<file path="src/rtl/pwr_stop_pkg.sv">
package pwr_stop_pkg;

    typedef enum logic [1:0] {
        MODE_NORMAL = 2'd0,
        MODE_IDLE   = 2'd1,
        MODE_STOP   = 2'd2,
        MODE_STAB   = 2'd3
    } pwr_mode_e;

    typedef enum logic [2:0] {
        ST_RUN      = 3'd0,
        ST_IDLE     = 3'd1,
        ST_STOP     = 3'd2,
        ST_WAIT_IRQ = 3'd3,
        ST_WAIT_RST = 3'd4
    } pwr_state_e;

    function automatic pwr_mode_e state_to_mode(pwr_state_e s);
        case (s)
            ST_RUN:  return MODE_NORMAL;
            ST_IDLE: return MODE_IDLE;
            ST_STOP: return MODE_STOP;
            default: return MODE_STAB;
        endcase
    endfunction

endpackage

</file>
<file path="src/rtl/pwr_stab_counter.sv">
module pwr_stab_counter #(
    parameter int W = 16
) (
    input  logic         clk,
    input  logic         rst,
    input  logic         clear_i,
    input  logic         step_i,
    input  logic [W-1:0] last_i,
    output logic         done_o
);
    logic [W-1:0] count_q;

    assign done_o = step_i && (count_q == last_i);

    always_ff @(posedge clk) begin
        if (rst || clear_i) begin
            count_q <= '0;
        end else if (step_i) begin
            if (done_o) count_q <= '0;
            else        count_q <= count_q + 1'b1;
        end
    end
endmodule

</file>
<file path="src/rtl/pwr_mode_fsm.sv">
module pwr_mode_fsm
    import pwr_stop_pkg::*;
(
    input  logic       clk,
    input  logic       rst,
    input  logic       stop_req_i,
    input  logic       idle_req_i,
    input  logic       irq_i,
    input  logic       bt_tick_i,
    input  logic       cnt_done_i,
    output logic       cnt_clear_o,
    output logic       cnt_step_o,
    output logic       long_wait_o,
    output pwr_state_e state_o
);
    pwr_state_e state_q, state_d;

    always_comb begin
        state_d     = state_q;
        cnt_clear_o = 1'b0;
        cnt_step_o  = 1'b0;
        long_wait_o = 1'b0;
        case (state_q)
            ST_RUN: begin
                if (stop_req_i)      state_d = ST_STOP;
                else if (idle_req_i) state_d = ST_IDLE;
            end
            ST_IDLE: begin
                if (irq_i) state_d = ST_RUN;
            end
            ST_STOP: begin
                if (irq_i) begin
                    state_d     = ST_WAIT_IRQ;
                    cnt_clear_o = 1'b1;
                end
            end
            ST_WAIT_IRQ: begin
                cnt_step_o = bt_tick_i;
                if (cnt_done_i) state_d = ST_RUN;
            end
            ST_WAIT_RST: begin
                cnt_step_o  = 1'b1;
                long_wait_o = 1'b1;
                if (cnt_done_i) state_d = ST_RUN;
            end
            default: state_d = ST_WAIT_RST;
        endcase
    end

    always_ff @(posedge clk) begin
        if (rst) state_q <= ST_WAIT_RST;
        else     state_q <= state_d;
    end

    assign state_o = state_q;
endmodule

</file>
<file path="src/rtl/pwr_stop_ctrl.sv">
module pwr_stop_ctrl
    import pwr_stop_pkg::*;
#(
    parameter int RST_WAIT  = 65536,
    parameter int IRQ_TICKS = 16
) (
    input  logic       clk,
    input  logic       rst,
    input  logic       stop_req_i,
    input  logic       idle_req_i,
    input  logic       irq_i,
    input  logic       bt_tick_i,
    output logic       core_clk_en_o,
    output logic       core_rst_o,
    output logic [1:0] mode_o
);
    localparam int MAX_WAIT = (RST_WAIT > IRQ_TICKS) ? RST_WAIT : IRQ_TICKS;
    localparam int CNT_W    = (MAX_WAIT > 2) ? $clog2(MAX_WAIT) : 1;
    localparam logic [CNT_W-1:0] LONG_LAST  = CNT_W'(RST_WAIT - 1);
    localparam logic [CNT_W-1:0] SHORT_LAST = CNT_W'(IRQ_TICKS - 1);

    pwr_state_e       state;
    logic             cnt_clear, cnt_step, cnt_done, long_wait;
    logic [CNT_W-1:0] cnt_last;

    assign cnt_last = long_wait ? LONG_LAST : SHORT_LAST;

    pwr_mode_fsm fsm_i (
        .clk         (clk),
        .rst         (rst),
        .stop_req_i  (stop_req_i),
        .idle_req_i  (idle_req_i),
        .irq_i       (irq_i),
        .bt_tick_i   (bt_tick_i),
        .cnt_done_i  (cnt_done),
        .cnt_clear_o (cnt_clear),
        .cnt_step_o  (cnt_step),
        .long_wait_o (long_wait),
        .state_o     (state)
    );

    pwr_stab_counter #(.W(CNT_W)) cnt_i (
        .clk     (clk),
        .rst     (rst),
        .clear_i (cnt_clear),
        .step_i  (cnt_step),
        .last_i  (cnt_last),
        .done_o  (cnt_done)
    );

    assign core_clk_en_o = (state == ST_RUN);
    assign core_rst_o    = (state == ST_WAIT_RST);
    assign mode_o        = state_to_mode(state);
endmodule

</file>
<file path="config.mk">
export PLATFORM = sky130hd
export DESIGN_NAME = pwr_stop_ctrl
export DESIGN_NICKNAME = d
export VERILOG_FILES = /design/src/rtl/pwr_stop_pkg.sv /design/src/rtl/pwr_stab_counter.sv /design/src/rtl/pwr_mode_fsm.sv /design/src/rtl/pwr_stop_ctrl.sv
export SDC_FILE = /design/constraint.sdc
export NUM_CORES = 1
export LEC_CHECK = 0
export ABC_CLOCK_PERIOD_IN_PS = 2700
export BUFFER_PORTS_ARGS = -buffer_cell sky130_fd_sc_hd__buf_2
export CAP_MARGIN = 20
export CORE_MARGIN = 2
export CORE_UTILIZATION = 58
export DETAILED_ROUTE_END_ITERATION = 8
export GPL_TIMING_DRIVEN = 0
export HOLD_SLACK_MARGIN = 0.1
export PLACE_DENSITY = 0.79
export SYNTH_ARGS = -nofsm -noshare
export SYNTH_HDL_FRONTEND = slang
export SYNTH_SLANG_ARGS = --single-unit
</file>
<file path="constraint.sdc">
create_clock -name clk -period 2.7 [get_ports clk]
set_clock_uncertainty 0.05 [all_clocks]
set_input_delay 0.54 -clock clk [delete_from_list [all_inputs] [get_ports clk]]
set_output_delay 0.54 -clock clk [all_outputs]
set_load 0.005 [all_outputs]
</file>
==> summary.md, run 1 <==
| Metric | Value |
|---|---|
| Core area | `1730 µm²` |
| Drt pass-1 iters | `4` |
| Final #Nets | `138` |
| H-tree levels | `1` |
| Die H | `46.8 µm` |
| Clock Sink Count | `19` |
| Distinct cell type count after synthesis | `46` |
| Clock-pin slew on the worst setup and hold paths | `0.11 ns` |
| Worst EP arrival | `2.19 ns` |
| DRC | `0` |
| Vias per cell | `just over 6` |
| Top-count cell post-synth | `dfxtp_1` |
| Reg2reg setup slack | `0.64 ns` |
| Async S/R FF share, synth | `0` |
| #FFs+latches synth | `19` |
| Largest area contributor in the netlist | `dfxtp_1` |
| Crit start category | `flop` |
| DR iter-0 viols | `11` |
| Wire per inst | `14.1 µm` |
| Worst Setup End Kind | `flop` |
| Post-synthesis cell count | `117` |
| Synth Flop Type | `dfxtp_1` |
| # hold bufs at CTS | `0` |
| Peak VDD IR | `0.000272 V` |
| Commonest cells post-synth | `19 x dfxtp_1, 7 x nand3_1, 7 x nor3_1` |
| Fin. max-slew vios | `0` |
| Final Non-Filler Cells | `155` |
| Period utilization | `0.763` |
| R2R Path Start | `cnt_i.count_q[4]` |
| CTS tree | `yes` |
| CTS Buf Count | `3` |
| Cell area after layout | `1160 µm²` |
| Reg2Reg Capture Point | `cnt_i.count_q[7]` |
| Dpl hpwl | `approximately 1600 µm` |
| WL final | `about 2200 µm` |
| Antenna viol nets, final | `0` |
| Cell Area, Synth | `1060 µm²` |
| Synthesis-to-layout area growth | `9.79%` |
| # port buffers | `9` |
| Worst min path class | `in -> reg` |
| Worst Max-Slew Pin Slew | `approximately 0.53 ns` |
| GPL Wtd Cong | `roughly 0.77` |
| CTS Root Cell | `clkbuf_4` |
| Ant diodes | `0` |
| Setup TNS | `0 ns` |
| WS Path Type | `reg -> reg` |
| Post-synthesis sequential area ratio | `0.358` |
| Leakage Power | `0.371 nW` |
| Final core occ | `0.675` |
| Bufs on Longest Clock Path | `2` |
| Post-CTS Resized | `0` |
| Post-Place Cells | `151` |
| Crit path from | `cnt_i.count_q[4]` |
| RSZ-0062 raised after global routing | `false` |
| Slew margin rel. | `0.644` |
| Dpl cell area | `1140 µm²` |
| Final Critical Period | `2.06 ns` |
| Status | `finished, final reports clean` |
| Vias in the first global route | `approximately 900` |
| Final hold viol count | `0` |
| Yosys warning count | `0` |
| DR vias | `959` |
| Max cap viols | `0` |
| Req. time, crit path | `2.82 ns` |
| Die area | `2190 µm²` |
| Initial antenna violation count | `0` |
| Post-synth EDFFs | `0` |
| Starting Density | `0.614` |
| Layout cell share with drive strength beyond 1 | `0.215` |
| Average size of a mapped cell | `9.07 µm²` |
| Ports | `10` |
| CP Max Fanout | `10` |
| Setup violators final | `0` |
| Post-CTS Setup Inserts | `0` |
| First-pass GRT wire length | `approximately 3700 µm` |
| Share of the synthesized area in the top cell type | `0.358` |
| Site Rows | `15` |
| Gr ovfl total | `0` |
| P per Cell Area | `391 nW/µm²` |
| Crit path to | `cnt_i.count_q[7]` |
| Ranking of synthesized cells by area | `dfxtp_1 36%, a211oi_2 5.9%, a211oi_1 3.5%` |
| R2R depth | `5` |
| Pin count of the biggest net entering global routing | `12` |
| GR Util All Layers | `0.239` |
| Die W | `between 40 and 50 µm` |
| Highest clock rate | `0.485 GHz` |
| Synthesized Nets | `approximately 120` |
| Skew-Pair Late Insertion Delay | `around 0.30 ns` |
-- stage by stage --
step	hold slack [ns]	total power [mW]	worst slack, ns
final	0.438	0.456	0.639
after global routing	0.450	0.472	0.485
after CTS	0.443	0.458	0.643
after detailed placement	0.444	0.316	0.659
after global placement	0.441	0.315	0.659
after floorplan	0.422	0.307	0.879
-- critical path, stage by stage (launching register included) --
cell,delay [ns]
dfxtp_1,0.47
nand4_2,0.20
or4_4,0.60
a21oi_4,0.35
buf_6,0.20
nor3_1,0.06
-- worst min path at each step --
stage                      from               end  slack [ns]  cells after the start
3_3_place_gp   cnt_i.count_q[1]  cnt_i.count_q[1]        0.44                      1
5_1_grt                     rst  fsm_i.state_o[0]        0.45                      2
3_5_place_dp   cnt_i.count_q[1]  cnt_i.count_q[1]        0.44                      1
2_1_floorplan  cnt_i.count_q[1]  cnt_i.count_q[1]        0.42                      1
4_1_cts                     rst  fsm_i.state_o[0]        0.44                      2
6_report                    rst  fsm_i.state_o[0]        0.44                      2
-- power breakdown --
| part | switching [mW] | internal (mW) | leakage, nW |
|---|---|---|---|
| registers | 0.00403 | 0.284 | 0.154 |
| clock network | 0.0905 | 0.0552 | 0.0177 |
| logic | 0.0123 | 0.00936 | 0.199 |
-- layout by cell type (no fill, tap or decap), types with 2 or more instances in the layout --
cell,instances
buf_2,10
o21ai_0,4
a21oi_1,2
nand2_1,5
xor2_1,4
nor2_1,6
o2bb2ai_1,2
xnor2_1,2
or3_1,2
o211ai_1,2
clkbuf_1,2
inv_1,2
nor3_1,7
nor4_1,3
o31ai_1,5
clkbuf_4,3
or4_1,5
nand4_1,2
nand3_1,7
a211oi_2,5
a211oi_1,5
dfxtp_1,19
-- final cells by class --
type	count	area, µm²
multi-input cells	90	641
fillers	155	562
flip-flops and latches	19	380
repair buffers	9	45.0
well taps	25	31.3
plain buffers	5	28.8
clock buffers	3	22.5
inverters	3	11.3
clock inverters	1	5.00
-- cell families after synthesis --
kind of cell    share of synthesized area
xor+xnor                           0.0495
buf+inv                            0.0377
flops                               0.358
compound gates                      0.257
fa+ha+maj                          0.0118
simple gates                        0.285
-- layer usage --
| metal | global-route usage | vias up | wire length [µm] |
|---|---|---|---|
| met5 | 0 | - | 0 |
| met4 | 0.111 | 0 | 38 |
| met3 | 0.0346 | 5 | 46 |
| met2 | 0.403 | 15 | 1070 |
| met1 | 0.300 | 451 | 1030 |
| li1 | - | 488 | - |
-- sequential cells by signal, indices dropped and copies added (netlist names) --
signal,cells
cnt_i.count_q,16
fsm_i.state_o,3
Power figures use the tool's default switching activity.
==> inputs of run 2 (changes only) <==
- ABC_AREA: unset -> 1
- ABC_CLOCK_PERIOD_IN_PS: 2700 -> 2050
- CORE_UTILIZATION: 58 -> 57
- PLACE_DENSITY: 0.79 -> 0.78
- clock period: 2.7 -> 2.05 ns (I/O delays scaled with it)
==> run 2 against run 1 <==
Effect of this change: setup slack got worse by 0.26 ns; area after synthesis rose by 7.8%; first-iteration DRC count rose by 140%; sequential power rose by 64%; die area rose by 8.8%.
==> summary.md, run 2 <==
| Metric | Value |
|---|---|
| Status | `finished, final reports clean` |
| Bufs on Longest Clock Path | `2 (unchanged)` |
| Met3 Resource Use GR | `0.0613 (+0.0267)` |
| Ranking of synthesized cells by area | `dfxtp_1 33%, nor2_1 12%, nand2_1 11%` |
| Setup ws final | `0.379 ns (-0.260 ns)` |
| Met2 usage | `0.370 (-0.0329)` |
| Drt pass-1 iters | `4 (unchanged)` |
| Synth Flop Type | `dfxtp_1` |
| Most frequent cells in the layout | `37 x nor2_1, 33 x nand2_1, 19 x dfxtp_1` |
| Critical Path Slowest Stage Cell | `dfxtp_1` |
| Fin Hold WS | `0.240 ns (-0.198 ns)` |
| Synthesized Nets | `178 (+44%)` |
| Total power | `1.22 mW (+170%)` |
| Cell Area, Synth | `1140 µm² (+7.8%)` |
| Async S/R FF share, synth | `0 (unchanged)` |
| Final Critical Period | `1.67 ns` |
| Die W | `48.8 µm (+4.3%)` |
| Final #Nets | `192 (+39%)` |
| Initial antenna violation count | `0 (unchanged)` |
| Dpl hpwl | `1830 µm (+12%)` |
| # hold bufs at CTS | `0 (unchanged)` |
| Post-synthesis cell count | `171 (+46%)` |
| Crit path largest cell delay | `0.46 ns (-0.14 ns)` |
| Worst Setup End Kind | `output pin` |
| GPL Wtd Cong | `0.896 (+17%)` |
| Reg with most FFs | `cnt_i.count_q` |
| Synthesis-to-layout area growth | `9.30%` |
| Wire per inst | `11.0 µm (-22%)` |
| Layout cell share with drive strength beyond 1 | `0.207 (-0.00886)` |
| Pin count of the biggest net entering global routing | `12 (unchanged)` |
| Post-synthesis sequential area ratio | `0.333 (-0.0259)` |
| Worst min path class | `in -> reg` |
| Met1 usage in global routing | `0.255 (-0.0448)` |
| WS Path Type | `reg -> out` |
| Distinct cell type count after synthesis | `29 (-37%)` |
| Setup TNS | `0 ns (unchanged)` |
| Leakage Power | `0.525 nW (+42%)` |
| Fin. max-slew vios | `0 (unchanged)` |
| Period utilization | `0.815` |
| Commonest cells post-synth | `37 x nor2_1, 33 x nand2_1, 19 x dfxtp_1` |
| Vias in the first global route | `976 (+11%)` |
| CP Max Fanout | `6 (-4)` |
| Post-synth EDFFs | `0 (unchanged)` |
| DR iter-0 viols | `26 (+15)` |
| Post-CTS Resized | `0 (unchanged)` |
| RSZ-0062 raised after global routing | `false` |
| Highest clock rate | `0.598 GHz` |
| Starting Density | `0.595 (-0.0194)` |
| DRC | `0 (unchanged)` |
| P per Cell Area | `977 nW/µm² (+150%)` |
| DR vias | `1084 (+13%)` |
| Site Rows | `16 (+1)` |
| H-tree levels | `1 (unchanged)` |
| Peak VDD IR | `0.000794 V (+190%)` |
| Max cap viols | `0 (unchanged)` |
| Vias per cell | `5.14 (-17%)` |
| Yosys warning count | `0 (unchanged)` |
| Slew margin rel. | `0.773 (+0.128)` |
| Worst EP arrival | `1.21 ns (-0.98 ns)` |
| Setup violators final | `0 (unchanged)` |
| Busiest layer in global routing | `met2` |
| WL final | `2320 µm (+5.9%)` |
| Most common cell after layout, fill and taps aside | `nor2_1` |
| CTS Root Cell | `clkbuf_4` |
| Cell area after layout | `1250 µm² (+7.3%)` |
| First-pass GRT wire length | `3970 µm (+7.1%)` |
| Clock Sink Count | `19 (unchanged)` |
| #FFs+latches synth | `19 (unchanged)` |
| CTS tree | `yes` |
| Die H | `48.8 µm (+4.3%)` |
| Worst Max-Slew Pin Slew | `0.341 ns (-0.192 ns)` |
| Share of the synthesized area in the top cell type | `0.333 (-0.0259)` |
| # port buffers | `9 (unchanged)` |
| Req. time, crit path | `1.59 ns (-1.23 ns)` |
| Ant diodes | `0 (unchanged)` |
| GR Util All Layers | `0.217 (-0.0219)` |
| Gr ovfl total | `0 (unchanged)` |
| Largest area contributor in the netlist | `dfxtp_1` |
| Core area | `1920 µm² (+11%)` |
| Post-CTS Setup Inserts | `0 (unchanged)` |
| Max FFs per register | `16 (unchanged)` |
| Pre-CTS WS | `0.460 ns (-0.199 ns)` |
| Skew-Pair Late Insertion Delay | `0.31 ns (about the same)` |
| Die area | `2380 µm² (+8.8%)` |
| Dpl cell area | `1220 µm² (+7.5%)` |
| Antenna viol nets, final | `0 (unchanged)` |
| Top-count cell post-synth | `nor2_1` |
| CP cell instances | `inv_1, o21ai_1, inv_1, nand2_1, buf_2` |
| Crit start category | `flop` |
| CTS Buf Count | `3 (unchanged)` |
| Final hold viol count | `0 (unchanged)` |
| Average size of a mapped cell | `6.69 µm² (-26%)` |
| Clock-pin slew on the worst setup and hold paths | `0.12 ns (about the same)` |
| Ports | `10 (unchanged)` |
| Most frequent CP cell | `inv_1` |
[run 2: changes by cell type after synthesis, sizes merged, moves of 2 or more]
cell / previous run / this run
clkbuf: 3 / 0
nor4: 3 / 0
a211oi: 10 / 0
inv: 3 / 20
o2bb2ai: 2 / 0
o21ai: 5 / 8
or3: 2 / 0
o211ai: 2 / 0
o31ai: 5 / 0
nor2: 6 / 45
o21a: 0 / 2
a21oi: 3 / 9
or4: 6 / 0
nand2: 5 / 40
[run 2: worst max-delay path: cells and delay by family, from the launching register on]
kind | cells | cell delay [ns]
buf+inv | 3 | 0.26
flops | 1 | 0.46
compound gates | 1 | 0.12
simple gates | 1 | 0.06
[run 2: metal layers]
metal | vias up | routed length (µm)
met2 | 24 | 1130
met5 | - | 0
met1 | 485 | 1060
li1 | 569 | -
met4 | 0 | 37
met3 | 6 | 93
[run 2: cell families after synthesis]
kind of cell,count (synthesis),synth area share
AND/OR/NAND/NOR,106,0.445
buffers and inverters,21,0.0799
XOR/XNOR,4,0.0306
AO/OA/AOI/OAI,20,0.101
adder cells (fa/ha/maj),1,0.0109
flip-flops,19,0.333
[run 2: area by class of cell]
| class | count | area, µm² |
|---|---|---|
| Timing Repair Buffer | 9 | 45.0 |
| Multi-Input combinational cell | 131 | 672 |
| Clock inverter | 1 | 5.00 |
| Clock buffer | 3 | 22.5 |
| Sequential cell | 19 | 380 |
| Buffer | 1 | 11.3 |
| Inverter | 20 | 80.1 |
| Tap cell | 27 | 33.8 |
| Fill cell | 194 | 672 |
[run 2: path summary, 6_finish.rpt]
kind / endpoint / slack [ns] / from / cells past startpoint
max: mode_o[1] / 0.38 / fsm_i.state_o[1] / 5
min: fsm_i.state_o[2] / 0.24 / rst / 3
max reg2reg: cnt_i.count_q[12] / 0.45 / cnt_i.count_q[0] / 8
min reg2reg: cnt_i.count_q[1] / 0.47 / cnt_i.count_q[1] / 2
[run 2: per-stage QoR]
step / cells / util
2_1_floorplan: 171 / -
3_3_place_gp: 207 / 0.636
3_5_place_dp: 207 / 0.636
4_1_cts: 211 / 0.650
5_1_grt: 211 / 0.650
6_report: 211 / 0.650
[run 2: power by group]
part	leakage (nW)	switching [mW]	total, mW	internal (mW)
Clock	0.0177	0.124	0.197	0.0729
Combinational	0.353	0.365	0.552	0.187
Sequential	0.154	0.0570	0.472	0.415
